`config.mk`:
```
export PLATFORM = sky130hd
export DESIGN_NAME = erase_collector
export DESIGN_NICKNAME = d
export VERILOG_FILES = /design/src/rtl/ecol_pkg.sv /design/src/rtl/ecol_bus_cycle.sv /design/src/rtl/ecol_countdown.sv /design/src/rtl/ecol_sector_set.sv /design/src/rtl/erase_collector.sv
export SDC_FILE = /design/constraint.sdc
export NUM_CORES = 1
export LEC_CHECK = 0
export ABC_AREA = 1
export CORE_AREA = 4 4 194 196
export DETAILED_ROUTE_END_ITERATION = 8
export DIE_AREA = 0 0 198 200
export DONT_BUFFER_PORTS = 1
export PLACE_DENSITY_LB_ADDON = 0.15
export SLEW_MARGIN = 10
export SYNTH_ARGS = -nofsm -noshare
export SYNTH_HDL_FRONTEND = slang
export SYNTH_SLANG_ARGS = --single-unit
```
`constraint.sdc`:
```
create_clock -name clk -period 8.8 [get_ports clk]
set_input_delay 0.88 -clock clk [delete_from_list [all_inputs] [get_ports clk]]
set_output_delay 0.88 -clock clk [all_outputs]
set_load 0.01 [all_outputs]
```
`src/rtl/ecol_pkg.sv`:
```
package ecol_pkg;

    typedef enum logic [3:0] {
        S_READ,
        S_U1,
        S_U2,
        S_U3,
        S_U4,
        S_U5,
        S_WIN,
        S_PRE,
        S_ERS
    } ecol_state_e;

    localparam logic [7:0] CMD_KEY_A   = 8'hAA;
    localparam logic [7:0] CMD_KEY_B   = 8'h55;
    localparam logic [7:0] CMD_SETUP   = 8'h80;
    localparam logic [7:0] CMD_SECTOR  = 8'h30;
    localparam logic [7:0] CMD_PAUSE   = 8'hB0;
    localparam logic [7:0] STAT_IDLE   = 8'h80;

    localparam int UNLK_W = 11;
    localparam logic [UNLK_W-1:0] LOC_A = 11'h555;
    localparam logic [UNLK_W-1:0] LOC_B = 11'h2AA;

endpackage

```
`src/rtl/ecol_bus_cycle.sv`:
```
module ecol_bus_cycle (
    input  logic clk,
    input  logic rst_n,
    input  logic ce_n,
    input  logic we_n,
    input  logic oe_n,
    output logic wr_go,
    output logic rd_go
);
    logic wr_act, rd_act, wr_q, rd_q;

    assign wr_act = !ce_n && !we_n;
    assign rd_act = !ce_n && !oe_n;

    always_ff @(posedge clk or negedge rst_n) begin
        if (!rst_n) begin
            wr_q <= 1'b0;
            rd_q <= 1'b0;
        end else begin
            wr_q <= wr_act;
            rd_q <= rd_act;
        end
    end

    assign wr_go = wr_act && !wr_q;
    assign rd_go = rd_act && !rd_q;
endmodule

```
`src/rtl/ecol_countdown.sv`:
```
module ecol_countdown #(
    parameter int CNT_W = 8
) (
    input  logic             clk,
    input  logic             rst_n,
    input  logic             load,
    input  logic [CNT_W-1:0] load_val,
    output logic             zero
);
    logic [CNT_W-1:0] cnt_q;

    always_ff @(posedge clk or negedge rst_n) begin
        if (!rst_n)              cnt_q <= '0;
        else if (load)           cnt_q <= load_val;
        else if (cnt_q != '0)    cnt_q <= cnt_q - 1'b1;
    end

    assign zero = (cnt_q == '0);
endmodule

```
`src/rtl/ecol_sector_set.sv`:
```
module ecol_sector_set #(
    parameter int SEC_W = 7
) (
    input  logic             clk,
    input  logic             rst_n,
    input  logic             flush,
    input  logic             set_en,
    input  logic [SEC_W-1:0] set_idx,
    input  logic             clr_en,
    input  logic [SEC_W-1:0] clr_idx,
    input  logic [SEC_W-1:0] excl_idx,
    output logic [(1<<SEC_W)-1:0] bits,
    output logic             any_all,
    output logic [SEC_W-1:0] first_all,
    output logic             any_excl,
    output logic [SEC_W-1:0] first_excl
);
    localparam int N_SEC = 1 << SEC_W;

    logic [N_SEC-1:0] bits_q, rest;

    function automatic logic [SEC_W-1:0] lowest(input logic [N_SEC-1:0] v);
        lowest = '0;
        for (int i = N_SEC - 1; i >= 0; i--) begin
            if (v[i]) lowest = SEC_W'(i);
        end
    endfunction

    always_ff @(posedge clk or negedge rst_n) begin
        if (!rst_n) begin
            bits_q <= '0;
        end else if (flush) begin
            bits_q <= '0;
        end else begin
            if (set_en) bits_q[set_idx] <= 1'b1;
            if (clr_en) bits_q[clr_idx] <= 1'b0;
        end
    end

    assign rest       = bits_q & ~(N_SEC'(1) << excl_idx);
    assign bits       = bits_q;
    assign any_all    = |bits_q;
    assign first_all  = lowest(bits_q);
    assign any_excl   = |rest;
    assign first_excl = lowest(rest);
endmodule

```
`src/rtl/erase_collector.sv`:
```
module erase_collector
    import ecol_pkg::*;
#(
    parameter int ADDR_W  = 22,
    parameter int SEC_W   = 7,
    parameter int WIN_CYC = 2000,
    parameter int PRE_CYC = 64,
    parameter int ERS_CYC = 256
) (
    input  logic              clk,
    input  logic              rst_n,
    input  logic              ce_n,
    input  logic              we_n,
    input  logic              oe_n,
    input  logic [ADDR_W-1:0] addr,
    input  logic [7:0]        din,
    output logic [7:0]        dout,
    output logic              done_stb,
    output logic [SEC_W-1:0]  done_sec
);
    localparam int N_SEC  = 1 << SEC_W;
    localparam int MAX_A  = (WIN_CYC > PRE_CYC) ? WIN_CYC : PRE_CYC;
    localparam int MAX_C  = (MAX_A > ERS_CYC) ? MAX_A : ERS_CYC;
    localparam int CNT_W  = $clog2(MAX_C + 1);

    ecol_state_e state, nxt;

    logic              wr_go, rd_go, tmr_zero, tmr_ld;
    logic [CNT_W-1:0]  tmr_val;
    logic              set_en, clr_en, flush;
    logic [N_SEC-1:0]  sel_bits;
    logic              any_all, any_excl;
    logic [SEC_W-1:0]  first_all, first_excl;
    logic [SEC_W-1:0]  cur_sec, cur_nxt, wr_sec, rd_sec;
    logic              stb_nxt, tog_q, busy, hit;
    logic              at_a, at_b, unused_mid;

    assign wr_sec     = addr[ADDR_W-1 -: SEC_W];
    assign rd_sec     = addr[ADDR_W-1 -: SEC_W];
    assign at_a       = (addr[UNLK_W-1:0] == LOC_A);
    assign at_b       = (addr[UNLK_W-1:0] == LOC_B);
    assign unused_mid = ^addr[ADDR_W-SEC_W-1:UNLK_W];

    ecol_bus_cycle u_bus (
        .clk(clk), .rst_n(rst_n), .ce_n(ce_n), .we_n(we_n), .oe_n(oe_n),
        .wr_go(wr_go), .rd_go(rd_go)
    );

    ecol_countdown #(.CNT_W(CNT_W)) u_tmr (
        .clk(clk), .rst_n(rst_n), .load(tmr_ld), .load_val(tmr_val),
        .zero(tmr_zero)
    );

    ecol_sector_set #(.SEC_W(SEC_W)) u_set (
        .clk(clk), .rst_n(rst_n), .flush(flush),
        .set_en(set_en), .set_idx(wr_sec),
        .clr_en(clr_en), .clr_idx(cur_sec), .excl_idx(cur_sec),
        .bits(sel_bits), .any_all(any_all), .first_all(first_all),
        .any_excl(any_excl), .first_excl(first_excl)
    );

    // state register
    always_ff @(posedge clk or negedge rst_n) begin
        if (!rst_n) state <= S_READ;
        else        state <= nxt;
    end

    // next state and datapath controls
    always_comb begin
        nxt     = state;
        tmr_ld  = 1'b0;
        tmr_val = '0;
        set_en  = 1'b0;
        clr_en  = 1'b0;
        flush   = 1'b0;
        stb_nxt = 1'b0;
        cur_nxt = cur_sec;
        unique case (state)
            S_READ: if (wr_go && din == CMD_KEY_A && at_a) nxt = S_U1;
            S_U1:   if (wr_go) nxt = (din == CMD_KEY_B && at_b) ? S_U2 : S_READ;
            S_U2:   if (wr_go) nxt = (din == CMD_SETUP && at_a) ? S_U3 : S_READ;
            S_U3:   if (wr_go) nxt = (din == CMD_KEY_A && at_a) ? S_U4 : S_READ;
            S_U4:   if (wr_go) nxt = (din == CMD_KEY_B && at_b) ? S_U5 : S_READ;
            S_U5: begin
                if (wr_go) begin
                    if (din == CMD_SECTOR) begin
                        set_en  = 1'b1;
                        tmr_ld  = 1'b1;
                        tmr_val = CNT_W'(WIN_CYC - 1);
                        nxt     = S_WIN;
                    end else begin
                        nxt = S_READ;
                    end
                end
            end
            S_WIN: begin
                if (wr_go) begin
                    if (din == CMD_SECTOR || din == CMD_PAUSE) begin
                        set_en  = (din == CMD_SECTOR);
                        tmr_ld  = 1'b1;
                        tmr_val = CNT_W'(WIN_CYC - 1);
                    end else begin
                        flush = 1'b1;
                        nxt   = S_READ;
                    end
                end else if (tmr_zero) begin
                    cur_nxt = first_all;
                    tmr_ld  = 1'b1;
                    tmr_val = CNT_W'(PRE_CYC - 1);
                    nxt     = S_PRE;
                end
            end
            S_PRE: begin
                if (tmr_zero) begin
                    tmr_ld  = 1'b1;
                    tmr_val = CNT_W'(ERS_CYC - 1);
                    nxt     = S_ERS;
                end
            end
            S_ERS: begin
                if (tmr_zero) begin
                    clr_en  = 1'b1;
                    stb_nxt = 1'b1;
                    if (any_excl) begin
                        cur_nxt = first_excl;
                        tmr_ld  = 1'b1;
                        tmr_val = CNT_W'(PRE_CYC - 1);
                        nxt     = S_PRE;
                    end else begin
                        nxt = S_READ;
                    end
                end
            end
            default: nxt = S_READ;
        endcase
    end

    assign busy = (state == S_WIN) || (state == S_PRE) || (state == S_ERS);
    assign hit  = sel_bits[rd_sec];

    always_ff @(posedge clk or negedge rst_n) begin
        if (!rst_n) begin
            cur_sec  <= '0;
            done_stb <= 1'b0;
            done_sec <= '0;
            tog_q    <= 1'b0;
        end else begin
            cur_sec  <= cur_nxt;
            done_stb <= stb_nxt;
            if (stb_nxt) done_sec <= cur_sec;
            if (rd_go && busy && hit) tog_q <= !tog_q;
        end
    end

    // status byte
    always_comb begin
        if (busy && hit) dout = {1'b0, tog_q, 2'b00, (state != S_WIN), 3'b000};
        else             dout = STAT_IDLE;
    end
endmodule

```
==> summary.txt <==
======================================================================================================
DIE WIDTH                                                                                       198 um
Die Height                                                                                      200 um
Clock Tree Root                                                                           sky130_fd_sc_hd__clkbuf_16
Final nets                                                                                        1969
Setup CP Type                                                                               reg -> reg
Total of max-cap violations                                                                          0
Fraction of final layout cells with drive strength greater than 1                               6.578%
Worst slew margin                                                                               15.22%
Final-layout worst hold slack                                                                0.1179 ns
Num rows                                                                                            70
Shortest clock period the worst path allows after layout                                      7.950 ns
Total Die Area                                                                              39600 um^2
Number of design-rule violations left by the first detailed-router iteration                      1496
Portion of the clock cycle consumed by the worst path in the final layout                       90.34%
Class of the worst hold path                                                               in -> async
Synth-to-Final Area Change                                                                      11.53%
Yosys warning total                                                                                  0
R2R Setup Slk                                                                                  0.85 ns
Critical path fanouts, max                                                                           9
Hold buffer count at CTS                                                                             0
TritonCTS sink count                                                                               161
Highest Clock Rate                                                                           125.8 MHz
Mux contribution to synthesized area                                                                0%
Result of the run                                                                         finished, final reports clean
Starting density of the core                                                                    34.34%
Critical path endpoint category                                                               register
Combinational family with the most area after synthesis                                   simple AND/OR/NAND/NOR gates
Cts bufs inserted                                                                                   17
Number of detailed-routing iterations run before antenna repair                                      6
Most frequent cell on the critical path                                                   sky130_fd_sc_hd__nand2_1
Number of input and output port buffers inserted                                                     0
Number of nets still failing antenna checks after routing                                            0
Synth Area in Adders                                                                           0.1010%
Worst Path Arrival                                                                             8.34 ns
Count of mapped cells out of synthesis                                                            1936
Boundary pin count                                                                                  51
First-pass GRT wire length                                                                    85370 um
Leak                                                                                       0.006623 uW
Post-Route Skew                                                                             0.01326 ns
GRT overflow                                                                                         0
CP Launch Type                                                                                register
RSZ-0062 raised after global routing                                                               yes
Average cell area after synthesis                                                           6.401 um^2
Final Util                                                                                      38.30%
Routed via count divided by cell count                                                           5.871
Residual DRC                                                                                         0
Compound-Gate Fraction of Synth Area                                                            27.39%
Final GP Congestion                                                                             0.9791
Data required time at the worst endpoint                                                       9.19 ns
HPWL Detailed                                                                                 38360 um
Maximum buffer depth of the clock tree                                                               2
Count of state elements after synthesis                                                            161
Hold violation count in the final report                                                             0
Clock transition at the register clock pins on the worst setup and hold paths after CTS        0.07 ns
Via count                                                                                        14180
Final setup violation count                                                                          0
Simple-gate share of the synthesized area                                                       29.72%
CTS tree                                                                                         built
Area share of xor/xnor cells in the synthesized design                                         0.4947%
Worst IR drop on VDD                                                                          133.5 uV
Top delay family on crit path                                                             simple AND/OR/NAND/NOR gates
Latest clock arrival within the worst-skew pair                                                0.46 ns
Number of antenna violations at the first check in global routing                                    0
Cell area after technology mapping                                                          12390 um^2
Share of the yosys chip area belonging to registers                                             32.51%
Worst slew pin tran                                                                           1.267 ns
Number of buffers and inverters on the critical path                                                 4
Maximum cell stage delay along the critical path                                               0.41 ns
Via count of the first global-routing pass                                                       13330
Final count of pins violating max slew                                                               0
Core outline area                                                                           36080 um^2
Routed WL per cell                                                                            23.54 um
Overall routing resource usage                                                                  28.61%
Maximum number of pins on one net before global-route repair                                       162
Level count of the clock H-tree                                                                      4
Detailed Route WL                                                                             56840 um
Count of fill cells added during filler insertion                                                 3918
Cell with the largest stage delay on the worst path                                       sky130_fd_sc_hd__dfrtp_1
Pwr dens                                                                                  131.8 nW/um^2
Unique cell type count in the Yosys netlist                                                         44
======================================================================================================
==> area by class of cell <==
cell class	count	area, um^2	share of cell area, %
antenna	1	2.502	0.01810
clock buffer	20	456.7	3.304
clock inverter	12	157.7	1.141
inverter	232	870.8	6.300
multi-input combinational	1466	7295	52.77
sequential	161	4034	29.18
tap	468	585.6	4.236
timing repair buffer	55	420.4	3.042
==> logic make-up after synthesis <==
logic type,after synthesis
buf+inv,313
xor+xnor,7
simple gates,924
compound gates,529
fa+ha+maj,1
other cells,1
flops,161
==> repair_timing <==
item                                    CTS  global route
hold endpoints to repair                  0             0
resized for setup                         0            16
buffers inserted                          0            15
endpoints found under the setup margin    0             1
==> flip-flops by register name, summed over array words and instances, names as in the netlist <==
name	flops
cur_sec	7
state	4
done_sec	7
done_stb	1
u_bus.rd_q	1
tog_q	1
u_tmr.cnt_q	11
u_bus.wr_q	1
u_set.bits	128
==> report_power, final <==
part | switching [uW] | total (uW) | internal, uW
Combinational | 150 | 216 | 65.6
Clock | 347 | 809 | 463
Sequential | 28.7 | 797 | 769
==> layout by cell type (no fill, tap or decap), drive strengths merged, types with 3 or more instances in the layout <==
cell	instances
dfrtp	161
bufinv	3
inv	229
conb	5
o221ai	4
o211ai	3
clkinvlp	3
o31ai	5
nor4	17
nand4	12
nor2	283
nor3	41
o21bai	11
clkbuf	20
xor2	5
a21boi	6
a211oi	12
a31oi	32
buf	55
o2111ai	10
a21oi	152
o22ai	25
o21ai	124
a311oi	110
a22oi	13
o311ai	3
clkinv	9
nand3	24
a221oi	15
nand2	542
==> synthesized netlist by cell type (all sizes together) <==
cell | number | area [um^2]
a221oi | 15 | 131.4
a311oi | 110 | 963.4
a211oi | 12 | 90.09
o41ai | 2 | 17.52
dfrtp | 161 | 4029
or2 | 2 | 12.51
nand2 | 542 | 2039
nor3b | 1 | 7.510
nand3 | 24 | 120.1
o311ai | 3 | 26.28
nor2 | 283 | 1077
a22oi | 13 | 97.59
o221ai | 4 | 35.03
xnor2 | 2 | 17.52
o31ai | 5 | 37.54
nor4 | 17 | 106.4
nand4 | 12 | 75.07
nand3b | 1 | 7.510
inv | 228 | 855.8
clkinv | 4 | 15.01
conb | 1 | 3.750
a21o | 1 | 7.510
o22ai | 25 | 156.4
a21boi | 6 | 45.04
a31oi | 32 | 200.2
clkbuf | 69 | 259.0
or4 | 1 | 7.510
o211ai | 3 | 22.52
nor3 | 41 | 230.2
ha | 1 | 12.51
xor2 | 5 | 43.79
a21oi | 152 | 764.5
buf | 12 | 78.82
o21bai | 11 | 82.58
a32oi | 1 | 8.760
o2111ai | 10 | 87.58
o21ai | 124 | 620.6
==> per-stage QoR <==
| stage | cell area [um^2] | instances | setup WS (ns) | TNS (ns) | power [uW] |
|---|---|---|---|---|---|
| floorplan | 12410 | 1940 | 2.013 | 0 | 931.5 |
| global route | 13820 | 2414 | -0.6348 | -0.6348 | 1885 |
| finish | 13820 | 2415 | 0.8502 | 0 | 1822 |
| CTS | 13660 | 2399 | 0.6714 | 0 | 1821 |
| global placement | 13050 | 2367 | 0.6774 | 0 | 1010 |
| detailed placement | 13050 | 2367 | 0.7342 | 0 | 1011 |
==> worst register-to-register path, delay by kind of cell, from the launching register on <==
kind            cells  cell delay (ns)
buf+inv             4             0.60
flops               1             0.41
simple gates      124             6.78
compound gates      1             0.11
==> layer usage <==
layer  part of all wire, %  global-route usage, %  up-vias
met2                    45                  44.90      626
met3                   7.6                  4.951      143
li1                      -                      -     6593
met4                   4.7                  12.90        0
met5                     0                      0        -
met1                    43                  38.82     6816
==> worst paths after layout <==
path | start | to | depth (start not counted)
max | cur_sec[4] | cur_sec[0] | 129
min | rst_n | u_tmr.cnt_q[3] | 0
max reg2reg | cur_sec[4] | cur_sec[0] | 129
min reg2reg | tog_q | tog_q | 1
max in group asynchronous | rst_n | u_set.bits[91] | 0
min in group clk | ce_n | u_bus.rd_q | 1
Power figures use the tool's default switching activity.
